==> config.mk <==
export PLATFORM = sky130hd
export DESIGN_NAME = burst_sram
export DESIGN_NICKNAME = d
export VERILOG_FILES = /design/src/rtl/burst_sram_pkg.sv /design/src/rtl/write_lane_decode.sv /design/src/rtl/burst_addr_ctrl.sv /design/src/rtl/sram_lane_array.sv /design/src/rtl/read_pipe.sv /design/src/rtl/burst_sram.sv
export SDC_FILE = /design/constraint.sdc
export NUM_CORES = 2
export LEC_CHECK = 0
export BUFFER_PORTS_ARGS = -buffer_cell sky130_fd_sc_hd__buf_4
export CORE_MARGIN = 2
export CORE_UTILIZATION = 26
export DETAILED_ROUTE_END_ITERATION = 10
export HOLD_SLACK_MARGIN = 0.03
export SETUP_SLACK_MARGIN = 0.5
export SYNTH_ARGS = -nofsm -noshare
export SYNTH_HDL_FRONTEND = slang
export SYNTH_SLANG_ARGS = --single-unit
==> constraint.sdc <==
create_clock -name clk -period 2.9 [get_ports clk]
set_clock_uncertainty 0.2 [all_clocks]
set_input_delay 0.58 -clock clk [delete_from_list [all_inputs] [get_ports clk]]
set_output_delay 0.58 -clock clk [all_outputs]
set_load 0.005 [all_outputs]
==> src/rtl/burst_sram_pkg.sv <==
package burst_sram_pkg;

    typedef enum logic [1:0] {
        ACC_IDLE  = 2'd0,
        ACC_READ  = 2'd1,
        ACC_WRITE = 2'd2
    } acc_kind_e;

    localparam int BURST_BITS = 2;

endpackage

==> src/rtl/write_lane_decode.sv <==
module write_lane_decode #(
    parameter int LANES = 4
) (
    input  logic             gw_n_i,
    input  logic             bwe_n_i,
    input  logic [LANES-1:0] bw_n_i,
    output logic [LANES-1:0] lane_we_o
);

    for (genvar g = 0; g < LANES; g++) begin : g_lane
        assign lane_we_o[g] = !gw_n_i || (!bwe_n_i && !bw_n_i[g]);
    end

endmodule

==> src/rtl/burst_addr_ctrl.sv <==
module burst_addr_ctrl
    import burst_sram_pkg::*;
#(
    parameter int ADDR_W = 6,
    parameter int LANES  = 4
) (
    input  logic              clk,
    input  logic              rst_n,
    input  logic [ADDR_W-1:0] addr_i,
    input  logic              ce_n_i,
    input  logic              pstb_n_i,
    input  logic              cstb_n_i,
    input  logic              adv_n_i,
    input  logic [LANES-1:0]  lane_we_i,
    output logic [ADDR_W-1:0] acc_addr_o,
    output acc_kind_e         acc_kind_o,
    output logic [LANES-1:0]  acc_we_o
);

    localparam int HI_W = ADDR_W - BURST_BITS;

    typedef struct packed {
        logic [ADDR_W-1:0] addr;
    } ctrl_state_t;

    ctrl_state_t s_d, s_q;
    acc_kind_e   kind;
    logic        wr_req;
    logic [BURST_BITS-1:0] low_next;

    always_comb begin
        s_d      = s_q;
        kind     = ACC_IDLE;
        wr_req   = |lane_we_i;
        low_next = s_q.addr[BURST_BITS-1:0] + BURST_BITS'(1);
        if (ce_n_i) begin
            kind = ACC_IDLE;
        end else if (!pstb_n_i) begin
            s_d.addr = addr_i;
            kind     = ACC_READ;
        end else if (!cstb_n_i) begin
            s_d.addr = addr_i;
            kind     = wr_req ? ACC_WRITE : ACC_READ;
        end else begin
            if (!adv_n_i) begin
                s_d.addr = {s_q.addr[ADDR_W-1 -: HI_W], low_next};
            end
            kind = wr_req ? ACC_WRITE : ACC_READ;
        end
    end

    always_ff @(posedge clk or negedge rst_n) begin
        if (!rst_n) begin
            s_q <= '0;
        end else begin
            s_q <= s_d;
        end
    end

    assign acc_addr_o = s_d.addr;
    assign acc_kind_o = kind;
    assign acc_we_o   = (kind == ACC_WRITE) ? lane_we_i : '0;

endmodule

==> src/rtl/sram_lane_array.sv <==
module sram_lane_array #(
    parameter int ADDR_W = 6,
    parameter int LANES  = 4,
    parameter int LANE_W = 9
) (
    input  logic                    clk,
    input  logic [LANES-1:0]        we_i,
    input  logic [ADDR_W-1:0]       waddr_i,
    input  logic [LANES*LANE_W-1:0] wdata_i,
    input  logic [ADDR_W-1:0]       raddr_i,
    output logic [LANES*LANE_W-1:0] rdata_o
);

    localparam int DEPTH = 1 << ADDR_W;

    for (genvar g = 0; g < LANES; g++) begin : g_lane
        logic [LANE_W-1:0] mem [DEPTH];

        always_ff @(posedge clk) begin
            if (we_i[g]) begin
                mem[waddr_i] <= wdata_i[g*LANE_W +: LANE_W];
            end
        end

        assign rdata_o[g*LANE_W +: LANE_W] = mem[raddr_i];
    end

endmodule

==> src/rtl/read_pipe.sv <==
module read_pipe #(
    parameter int ADDR_W = 6,
    parameter int DATA_W = 36
) (
    input  logic              clk,
    input  logic              rst_n,
    input  logic              rd_req_i,
    input  logic [ADDR_W-1:0] rd_addr_i,
    output logic [ADDR_W-1:0] arr_raddr_o,
    input  logic [DATA_W-1:0] arr_rdata_i,
    output logic [DATA_W-1:0] dout_o,
    output logic              dvalid_o
);

    typedef struct packed {
        logic              pend;
        logic [ADDR_W-1:0] addr;
        logic              valid;
        logic [DATA_W-1:0] data;
    } pipe_state_t;

    pipe_state_t p_d, p_q;

    always_comb begin
        p_d       = p_q;
        p_d.pend  = rd_req_i;
        if (rd_req_i) begin
            p_d.addr = rd_addr_i;
        end
        p_d.valid = p_q.pend;
        if (p_q.pend) begin
            p_d.data = arr_rdata_i;
        end
    end

    always_ff @(posedge clk or negedge rst_n) begin
        if (!rst_n) begin
            p_q <= '0;
        end else begin
            p_q <= p_d;
        end
    end

    assign arr_raddr_o = p_q.addr;
    assign dout_o      = p_q.data;
    assign dvalid_o    = p_q.valid;

endmodule

==> src/rtl/burst_sram.sv <==
module burst_sram
    import burst_sram_pkg::*;
#(
    parameter int ADDR_W = 6,
    parameter int LANES  = 4,
    parameter int LANE_W = 9,
    parameter int DATA_W = LANES * LANE_W
) (
    input  logic              clk,
    input  logic              rst_n,
    input  logic [ADDR_W-1:0] addr_i,
    input  logic              ce_n_i,
    input  logic              pstb_n_i,
    input  logic              cstb_n_i,
    input  logic              adv_n_i,
    input  logic              gw_n_i,
    input  logic              bwe_n_i,
    input  logic [LANES-1:0]  bw_n_i,
    input  logic              oe_n_i,
    input  logic [DATA_W-1:0] dq_i,
    output logic [DATA_W-1:0] dq_o,
    output logic              dq_oe_o
);

    logic [LANES-1:0]  lane_we;
    logic [ADDR_W-1:0] acc_addr;
    acc_kind_e         acc_kind;
    logic [LANES-1:0]  acc_we;
    logic [ADDR_W-1:0] arr_raddr;
    logic [DATA_W-1:0] arr_rdata;
    logic [DATA_W-1:0] dout;
    logic              dvalid;

    write_lane_decode #(.LANES(LANES)) u_wdec (
        .gw_n_i    (gw_n_i),
        .bwe_n_i   (bwe_n_i),
        .bw_n_i    (bw_n_i),
        .lane_we_o (lane_we)
    );

    burst_addr_ctrl #(.ADDR_W(ADDR_W), .LANES(LANES)) u_ctrl (
        .clk        (clk),
        .rst_n      (rst_n),
        .addr_i     (addr_i),
        .ce_n_i     (ce_n_i),
        .pstb_n_i   (pstb_n_i),
        .cstb_n_i   (cstb_n_i),
        .adv_n_i    (adv_n_i),
        .lane_we_i  (lane_we),
        .acc_addr_o (acc_addr),
        .acc_kind_o (acc_kind),
        .acc_we_o   (acc_we)
    );

    sram_lane_array #(.ADDR_W(ADDR_W), .LANES(LANES), .LANE_W(LANE_W)) u_array (
        .clk     (clk),
        .we_i    (acc_we),
        .waddr_i (acc_addr),
        .wdata_i (dq_i),
        .raddr_i (arr_raddr),
        .rdata_o (arr_rdata)
    );

    read_pipe #(.ADDR_W(ADDR_W), .DATA_W(DATA_W)) u_rpipe (
        .clk         (clk),
        .rst_n       (rst_n),
        .rd_req_i    (acc_kind == ACC_READ),
        .rd_addr_i   (acc_addr),
        .arr_raddr_o (arr_raddr),
        .arr_rdata_i (arr_rdata),
        .dout_o      (dout),
        .dvalid_o    (dvalid)
    );

    assign dq_o    = dout;
    assign dq_oe_o = dvalid && !oe_n_i;

endmodule

# Word level (Yosys, flattened, before mapping)
# Memory sizes are Yosys's and may differ from the RTL's. A register that Yosys moved wholly into a read port is not among the register bits.
# Cells that the tools add are included.
# classes
muxes,16
n_mul,0
n_reduce_logical,21
div_mod_pow,0
order_cmp,0
add_sub_neg,1
shifts,0
bitwise_logic,0
n_eq_ne,2
# ops
cell,n
$mux 6,3
$logic_not 1->1,11
$mux 1,8
$mux 2,4
$logic_and 1x1->1,5
$logic_or 1x1->1,4
$mux 4,1
$reduce_or 4->1,1
$add 2x1->2 const B,1
$eq 2x1->1 const B,1
$eq 2x2->1 const B,1
# totals
ramBits,2304
mem_count,4
wordCells,48
regBits,14
romBits,0
latchBits,0
inputBits,55
# memory_table
name,depth,width,read_ports,rd_clocked_by_memory_dff,wr,line,rtl
u_array.g_lane[0].mem,64,9,1,1,1,sram_lane_array.sv:17,logic [LANE_W-1:0] mem [DEPTH];
u_array.g_lane[1].mem,64,9,1,1,1,sram_lane_array.sv:17,
u_array.g_lane[2].mem,64,9,1,1,1,sram_lane_array.sv:17,
u_array.g_lane[3].mem,64,9,1,1,1,sram_lane_array.sv:17,

# Depth between registers and ports, before layout
# depth
depth_word,11
ltp_mapped,9
mapped_depth_nobuf,6

# By module
# A second synthesis with hierarchy kept.
# hier_totals
cells_unflattened,4152
area_unflattened_um2,91345.1
# by_module_without_submodules
module,area_each_um2,n_inst,cells_per_inst
sram_lane_array,89213.1,1,4027
read_pipe,1762.9,1,91
burst_addr_ctrl,321.6,1,28
burst_sram,27.5,1,2
write_lane_decode,20.0,1,4

# Worst setup path before layout
# No wires, ideal clock.
# synth_path
path_kind,input -> register
startpoint,input pstb_n_i
endpoint,memory u_array.g_lane[1].mem[23][0] (enable)
path_slack_ps,-322
required_ps,2313
setup_time_ps,387
stages,8
t_arrival_ps,2636
path_cell_list,buf_2 a21oi_4 mux2i_1 inv_1 nor2_1 nand2_1 buf_1 nor3_1
# synth_via
word_cells_on_any_way,8
classes_between,eq/ne: 1; mux: 7
# synth_lines
item,line,rtl
"start, declared",burst_sram.sv:13,"input logic pstb_n_i,"
$mux 6,burst_addr_ctrl.sv:38,end else if (!pstb_n_i) begin
$mux 6,burst_addr_ctrl.sv:36,if (ce_n_i) begin
named net acc_addr[5],burst_sram.sv:26,logic [ADDR_W-1:0] acc_addr;
"end, declared",sram_lane_array.sv:17,
# The timed path passes the listed nets, and every way through them passes these cells.

==> key figures <==
Pwr
  – Maximum VDD drop: 0.641 mV
  – Leakage power: between 30 and 40 nW
  – PwrDens: a little over 700 nW/µm²
  – Total chip power: approximately 80 mW

Floorplanning
  – Die W: about 600 µm
  – Initial core utilization: 26.1%
  – Die ar.: around 360000 µm²
  – Die H: ~600 µm
  – Core Box Area: around 350000 µm²
  – Num rows: around 220
  – I/O pins: between 90 and 100

Synthesis
  – Most frequent cell after synthesis: edfxtp_1
  – Post-synth top cells: edfxtp_1 (2304), mux2i_1 (579), mux4_2 (288)
  – Synth Cell Area: slightly above 90000 µm²
  – Synth cell types: about 50
  – Synth area leader: edfxtp_1
  – Synth Net Count: 4777
  – Predominant post-synthesis flop cell: edfxtp_1
  – EDFF count, synth: 2304
  – Async set-reset flop share out of synthesis: under 10%
  – Mean post-synth cell area: approximately 19 µm²
  – Synth warnings: 0
  – Sequential area share after synthesis: between 70% and 80%
  – Synth area leaders: edfxtp_1 (76%), mux4_2 (7.1%), mux2i_1 (6.3%), a22oi_1 (2.1%), nor3_1 (1.5%)
  – Yosys top cell area share: roughly 76%
  – Mapped Cells: about 4700
  – FF+latch count, synth: 2354

Placement
  – IO Port Bufs: roughly 90
  – HPWL Detailed: 160 mm
  – Dpl cell area: 102000 µm²
  – RePlAce Congestion: ~0.86

Detailed routing
  – Final ANT Viol Nets: 0
  – Initial DRC Count: between 5000 and 6000
  – Total number of vias: between 40000 and 50000
  – Pre-Repair DR Iteration Count: 6
  – Final wirelength: 252 mm
  – # DRC: 0
  – WL per Instance: 24.8 µm
  – Via-to-Cell Ratio: 4.78

Run status
  – Status: finished, final reports clean

GRT
  – Initial antenna violation count: 17
  – First-pass GRT wire length: approximately 360 mm
  – Number of global-route vias before repair: 48743
  – GR Util All Layers: between 10% and 20%
  – Grt ovf: 0
  – Largest net degree at the start of global routing: 74

Timing
  – # setup viols final: 0
  – Slew Limit Headroom: between 40% and 50%
  – Final Hold Viols: 0
  – FMAX: 0.355 GHz
  – Fin crit period: roughly 2.8 ns
  – RSZ-0062 raised after global routing: true
  – Fin crit share: a little over nine tenths
  – Final max-slew violation count: 0
  – Worst-Margin Slew: 0.888 ns

Cells and area
  – Layout Utilization: 32.2%
  – Layout cell share with drive strength beyond 1: 28.3%
  – Layout area overhead: 23.3%
  – Nets: 5414
  – Final Cell Area: about 110000 µm²

CTS
  – CTS tree: done
  – Clock latency on the worst-skew pair: just under 0.9 ns
  – Max H-tree Level: 4
  – CTS buffer count: approximately 230
  – Sink Count: between 2000 and 2500
  – Reg clk slew, reported paths: 0.06 ns
  – Clock buffer depth: 3
  – CTS root buffer: clkbuf_16

Run
  – Max Cap Viol: 0

Worst setup path
  – Worst Setup End Kind: register
  – Critical path arrival: between 3 and 4 ns
  – CP Launch Type: register
  – Required @ worst endpoint: 3.47 ns
  – Critical Path Fanout Max: 31
  – Worst setup path class: register to register

Worst hold path
  – Hold Crit Class: input pin to register
[worst max-delay path, cell delays in order, from the launching register on]
cell	delay [ns]
dfrtp_4	0.49
buf_12	0.17
buf_12	0.11
buf_12	0.22
mux2i_1	0.30
o221ai_1	0.22
nor3_1	0.22
nand4_1	0.32
a221o_1	0.44
[final timing paths]
path	startpoint	endpoint	slack [ns]	depth (start not counted)
worst max-delay path	u_rpipe.arr_raddr_o[2]	u_rpipe.dout_o[17]	0.08	8
worst min-delay path	dq_i[25]	u_array.g_lane[2].mem[49][7]	0.1	1
worst max register to register	u_rpipe.arr_raddr_o[2]	u_rpipe.dout_o[17]	0.08	8
worst min register to register	u_rpipe.arr_raddr_o[3]	u_rpipe.arr_raddr_o[3]	0.41	2
max in group asynchronous	rst_n	u_rpipe.arr_raddr_o[2]	1.56	2
min in group asynchronous	rst_n	u_rpipe.dout_o[17]	0.19	2
[through the flow]
stage | setup WS (ns) | TNS (ns) | hold slack (ns) | std cells
2_1_floorplan | -0.281 | -409.87 | 0.0844 | 4722
3_3_place_gp | -0.815 | -747.42 | 0.330 | 9632
3_5_place_dp | -0.791 | -713.15 | 0.335 | 9632
4_1_cts | 0.149 | 0 | 0.0670 | 10126
5_1_grt | 0.0333 | 0 | 0.109 | 10158
6_report | 0.0806 | 0 | 0.0985 | 10162
[cell families after synthesis]
kind of cell | share of synthesized area [%]
AOI/OAI and AO/OA | 4.22
muxes | 13.5
and+or+nand+nor | 3.53
xor gates and xnor gates | 0.00959
DFF | 77.1
buffers and inverters | 1.62
[cell type report]
class	count	area, µm²
diodes	5	12.5
clock buffers	260	5850
clock inverters	168	1750
fillers	32738	237000
inverters	7	26.3
multi-input cells	2036	20900
flip-flops and latches	2354	70400
well taps	4599	5750
repair buffers	733	7790
[sequential cells by signal, summed over array words and instances (netlist names)]
signal               count
u_rpipe.p_d              1
u_rpipe.dout_o          36
u_ctrl.s_q               6
u_rpipe.arr_raddr_o      6
u_array.g_lane.mem    2304
u_rpipe.dvalid_o         1
[layout by cell type, fill, tap and decap left out, types with 46 or more instances in the layout]
cell       instances
clkinv_2          53
clkbuf_16        232
dfrtp_1           48
nor3_1           165
mux4_2           288
nor2_1            80
edfxtp_1        2304
buf_12           131
nor3_4            83
nor3_2            46
o22ai_1           70
mux2i_1          571
nand2_1          113
a22oi_1          228
clkinv_1          54
buf_4            525
[metal layers]
metal / share of wire (%) / vias up / global-route usage, % / wire, µm
met5: 0.027 / - / 0 / 69
met4: 2.8 / 12 / 3.80 / 7030
met3: 7.7 / 345 / 2.62 / 19300
met2: 48 / 2013 / 22.6 / 121000
met1: 41 / 25402 / 18.4 / 104000
li1: - / 20807 / - / -
[power by group]
group          internal (mW)  leakage (nW)  switching, mW
clock                   17.0          3.70           12.9
combinational           4.66          13.1           7.12
sequential              37.6          21.3          0.458
[timing repair]
| action | CTS | global route |
|---|---|---|
| hold buffers | 24 | 0 |
| gates resized for setup | 182 | 70 |
| setup endpoints to repair | 2357 | 2346 |
| gates cloned | 11 | 7 |
| endpoints found under the hold margin | 562 | 0 |
| pin swaps | 25 | 20 |
| buffers inserted | 31 | 24 |
Power figures use the tool's default switching activity.
